`src/rtl/ustep_pkg.sv`:
```
package ustep_pkg;

    typedef enum logic [1:0] {
        ST_IDLE = 2'd0,
        ST_HOLD = 2'd1,
        ST_DONE = 2'd2
    } ustep_state_e;

    typedef struct packed {
        logic sda_rel;
        logic scl_rel;
        logic sample;
    } ustep_cmd_t;

endpackage

```
`src/rtl/ustep_sync.sv`:
```
module ustep_sync #(
    parameter int STAGES = 2,
    parameter int WIDTH  = 1
) (
    input  logic             clk,
    input  logic             rst_n,
    input  logic [WIDTH-1:0] d_in,
    output logic [WIDTH-1:0] d_out
);

    generate
        if (STAGES == 0) begin : g_bypass
            assign d_out = d_in;
        end else begin : g_chain
            logic [WIDTH-1:0] stage_q [STAGES];
            always_ff @(posedge clk or negedge rst_n) begin
                if (!rst_n) begin
                    for (int i = 0; i < STAGES; i++) stage_q[i] <= '1;
                end else begin
                    stage_q[0] <= d_in;
                    for (int i = 1; i < STAGES; i++) stage_q[i] <= stage_q[i-1];
                end
            end
            assign d_out = stage_q[STAGES-1];
        end
    endgenerate

endmodule

```
`src/rtl/ustep_fsm.sv`:
```
module ustep_fsm
    import ustep_pkg::*;
(
    input  logic clk,
    input  logic rst_n,
    input  logic tick,
    input  logic cmd_valid,
    output logic accept,
    output logic finish,
    output logic cmd_ready,
    output logic done
);

    ustep_state_e state_q, state_d;

    // State register
    always_ff @(posedge clk or negedge rst_n) begin
        if (!rst_n) state_q <= ST_IDLE;
        else        state_q <= state_d;
    end

    // Next-state logic
    always_comb begin
        state_d = state_q;
        unique case (state_q)
            ST_IDLE: if (cmd_valid) state_d = ST_HOLD;
            ST_HOLD: if (tick)      state_d = ST_DONE;
            ST_DONE:                state_d = ST_IDLE;
            default:                state_d = ST_IDLE;
        endcase
    end

    // Outputs
    always_comb begin
        cmd_ready = 1'b0;
        done      = 1'b0;
        accept    = 1'b0;
        finish    = 1'b0;
        unique case (state_q)
            ST_IDLE: begin
                cmd_ready = 1'b1;
                accept    = cmd_valid;
            end
            ST_HOLD: finish = tick;
            ST_DONE: done   = 1'b1;
            default: ;
        endcase
    end

endmodule

```
`src/rtl/ustep_lines.sv`:
```
module ustep_lines
    import ustep_pkg::*;
(
    input  logic       clk,
    input  logic       rst_n,
    input  logic       load,
    input  ustep_cmd_t cmd,
    output logic       sda_oe,
    output logic       scl_oe
);

    // Enable = 1 pulls the line low. Lines are never driven high.
    always_ff @(posedge clk or negedge rst_n) begin
        if (!rst_n) begin
            sda_oe <= 1'b0;
            scl_oe <= 1'b0;
        end else if (load) begin
            sda_oe <= ~cmd.sda_rel;
            scl_oe <= ~cmd.scl_rel;
        end
    end

endmodule

```
`src/rtl/ustep_engine.sv`:
```
module ustep_engine
    import ustep_pkg::*;
#(
    parameter int SYNC_STAGES = 2
) (
    input  logic clk,
    input  logic rst_n,
    input  logic tick,
    input  logic cmd_valid,
    output logic cmd_ready,
    input  logic cmd_sda_rel,
    input  logic cmd_scl_rel,
    input  logic cmd_sample,
    output logic done,
    output logic rd_bit,
    input  logic sda_in,
    output logic sda_oe,
    output logic scl_oe
);

    logic       accept;
    logic       finish;
    logic       sda_sync;
    logic       sample_q;
    ustep_cmd_t cmd_in;

    assign cmd_in = '{sda_rel: cmd_sda_rel, scl_rel: cmd_scl_rel, sample: cmd_sample};

    ustep_fsm u_fsm (
        .clk       (clk),
        .rst_n     (rst_n),
        .tick      (tick),
        .cmd_valid (cmd_valid),
        .accept    (accept),
        .finish    (finish),
        .cmd_ready (cmd_ready),
        .done      (done)
    );

    ustep_lines u_lines (
        .clk    (clk),
        .rst_n  (rst_n),
        .load   (accept),
        .cmd    (cmd_in),
        .sda_oe (sda_oe),
        .scl_oe (scl_oe)
    );

    ustep_sync #(.STAGES(SYNC_STAGES), .WIDTH(1)) u_sda_sync (
        .clk   (clk),
        .rst_n (rst_n),
        .d_in  (sda_in),
        .d_out (sda_sync)
    );

    // Capture request latched at acceptance, SDA captured on the ending edge
    always_ff @(posedge clk or negedge rst_n) begin
        if (!rst_n) begin
            sample_q <= 1'b0;
            rd_bit   <= 1'b0;
        end else begin
            if (accept)              sample_q <= cmd_in.sample;
            if (finish && sample_q)  rd_bit   <= sda_sync;
        end
    end

endmodule

```
`config.mk`:
```
export PLATFORM = sky130hd
export DESIGN_NAME = ustep_engine
export DESIGN_NICKNAME = d
export VERILOG_FILES = /design/src/rtl/ustep_pkg.sv /design/src/rtl/ustep_sync.sv /design/src/rtl/ustep_fsm.sv /design/src/rtl/ustep_lines.sv /design/src/rtl/ustep_engine.sv
export SDC_FILE = /design/constraint.sdc
export NUM_CORES = 1
export LEC_CHECK = 0
export ABC_CLOCK_PERIOD_IN_PS = 1500
export BUFFER_PORTS_ARGS = -buffer_cell sky130_fd_sc_hd__buf_2
export CAP_MARGIN = 20
export CORE_AREA = 4 4 41 43
export DETAILED_ROUTE_END_ITERATION = 8
export DIE_AREA = 0 0 45 47
export GPL_TIMING_DRIVEN = 0
export HOLD_SLACK_MARGIN = 0.15
export MAX_ROUTING_LAYER = met4
export RECOVER_POWER = 100
export REMOVE_ABC_BUFFERS = 1
export SLEW_MARGIN = 20
export SYNTH_ARGS = -nofsm -noshare
export SYNTH_HDL_FRONTEND = slang
export SYNTH_SLANG_ARGS = --single-unit
export TNS_END_PERCENT = 50
```
`constraint.sdc`:
```
create_clock -name clk -period 1.5 [get_ports clk]
set_input_delay 0.15 -clock clk [delete_from_list [all_inputs] [get_ports clk]]
set_output_delay 0.15 -clock clk [all_outputs]
set_load 0.01 [all_outputs]
```
==> qor.txt <==
status = complete, no violations
DR pass1 iterations = 2
Cells after Synth = 21
Site Rows = 13
dominant cells by area after synthesis = dfrtp_1, dfstp_2, mux2i_1
Fin Setup TNS = 0 ps
arrival time at the worst endpoint = 1470 ps
overall routing resource usage = 0.0743
Initial Util = 0.238
Slew Limit Fails = 0
drt wl/cell = 9.69 um
period utilization = 0.890
design area = 460 um2
Skew-Pair Late Insertion Delay = 250 ps
Core Area = 1300 um2
CTS Buffer Depth = 2
critical path fanouts, max = 7
H-tree levels = 1
placed inst area = 389 um2
Peak Freq = 0.749 GHz
Synth-to-Final Area Change = 48.4%
nets = 52
Pleak = 0.218 nW
remaining global-route overflow = 0
clock-pin slew on the worst setup and hold paths = 60 ps
Placer Congestion = 0.579
Synth Flop Type = dfrtp_1
leading area contributor after synthesis = dfrtp_1
Least-Margin Pin Slew = 403 ps
WL final = 562 um
Synth warnings = 0
antenna violations before repair = 0
sequential cell area fraction in the yosys report = 0.653
CP Cell Sequence = or3b_1 > mux2_1
Worst path slowest cell = or3b_1
Netlist cell types = 12
number of synthesized flops with an enable pin = 0
Worst path max stage delay = 450 ps
min cycle time layout = 1330 ps
final setup vio count = 0
clk root buf = clkbuf_4
count leader, synth = dfrtp_1
Final Skew = 8.93 ps
Final Hold Fails = 0
drt initial violations = 4
die height = 47 um
synthesized area = 310 um2
critical path class = register to register
Synth top area share = 0.484
largest net degree at the start of global routing = 9
Residual DRC = 0
final setup margin = 165 ps
Setup crit end kind = register
Ant. Diodes = 0
Vias = 234
FFs w/ async S/R, synth = 1.00
CTS tree = done
vias in the first global route = 261
max cap viols = 0
first-pass GRT wire length = 1.03 mm
reg-to-reg setup timing slack = 170 ps
Ports = 13
HP Class = primary input to register
CP required = 1640 ps
vias per cell = 4.03
Pwr per Cell Area = 1580 nW/um2
Die X = 45 um
Slew HR = 0.731
Post-synth top cells = dfrtp_1, dfstp_2, inv_1, mux2i_1, nor2_1
full die area = 2120 um2
post-route ant nets = 0
fill count = 136
RSZ-0062 raised after global routing = false
Sink Count = 8
cts bufs inserted = 3
FF+latch count, synth = 8
Port-buffer cells = 12
layout cells sized above 1 = 0.302
peak supply drop = 521 uV
synthesized area per cell = 14.8 um2
DP Worst Slack = 222 ps
critical path launch point type = register
[through the flow]
stage / hold slack [ps] / utilization / power [mW] / instances
after detailed placement: -3.38 / 0.299 / 0.585 / 48
after CTS: 190 / 0.365 / 0.777 / 58
final: 196 / 0.354 / 0.726 / 58
after global placement: -4.66 / 0.299 / 0.581 / 48
after floorplan: -146 / - / 0.491 / 21
after global routing: 218 / 0.354 / 0.790 / 58
[report_power, final]
| part | switching (mW) | total, mW | internal [mW] |
|---|---|---|---|
| sequential | 0.0522 | 0.346 | 0.294 |
| combinational | 0.102 | 0.208 | 0.106 |
| clock | 0.0702 | 0.172 | 0.102 |
[worst max-delay path: cells and delay by family, from the launching register on]
family | cells | cell delay [ps]
muxes | 1 | 340
DFF | 1 | 430
and+or+nand+nor | 1 | 450
[sequential cells by signal (all words and copies together) (netlist names)]
register,count
sample_q,1
u_sda_sync.g_chain.stage_q,1
u_sda_sync.d_out,1
u_fsm.state_q,2
u_lines.sda_oe,1
rd_bit,1
u_lines.scl_oe,1
[area by class of cell]
type	count	area (um2)	share of cell area
clock buffer	4	26.3	0.0571
inverter	2	7.51	0.0163
multi-input combinational	11	93.8	0.204
sequential	8	203	0.440
tap	15	18.8	0.0408
timing repair buffer	18	111	0.242
[layout by cell type, fill, tap and decap left out, drive strengths merged]
cell type / n
clkbuf: 11
dlygate4sd3: 6
dfrtp: 6
buf: 5
nor2: 2
inv: 2
mux2i: 2
dfstp: 2
mux2: 2
and2b: 1
or3b: 1
a211oi: 1
nand4b: 1
and3b: 1
[cell families after synthesis]
kind of cell | count (synthesis) | synth area share
buffers and inverters | 2 | 0.0242
muxes | 4 | 0.149
DFF | 8 | 0.653
AOI/OAI and AO/OA | 1 | 0.0242
and+or+nand+nor | 6 | 0.149
[per-layer routing]
layer | part of all wire | wire length (um) | global-route usage
met1 | 0.45 | 255 | 0.0824
met2 | 0.43 | 239 | 0.105
met3 | 0.10 | 59 | 0.0230
met4 | 0.014 | 8 | 0.0702
met5 | 0 | 0 | -
[final timing paths]
| path | startpoint | to | cells past startpoint |
|---|---|---|---|
| min | cmd_valid | u_fsm.state_q[0]$_DFFE_PN0P_ | 3 |
| min in group asynchronous | rst_n | u_lines.scl_oe$_DFFE_PN0P_ | 2 |
| max reg2reg | u_fsm.state_q[0]$_DFFE_PN0P_ | sample_q$_DFFE_PN0P_ | 2 |
| min reg2reg | u_sda_sync.g_chain.stage_q[1]$_DFF_PN1_ | u_sda_sync.d_out$_DFF_PN1_ | 0 |
| max in group asynchronous | rst_n | u_sda_sync.d_out$_DFF_PN1_ | 2 |
| max | u_fsm.state_q[0]$_DFFE_PN0P_ | sample_q$_DFFE_PN0P_ | 2 |
[what timing repair did]
item	CTS	global route
setup buffers	0	0
gates resized for setup	0	0
hold buffers	6	0
hold endpoints to repair	13	0
Note: power is estimated with default switching activity, not from simulation.
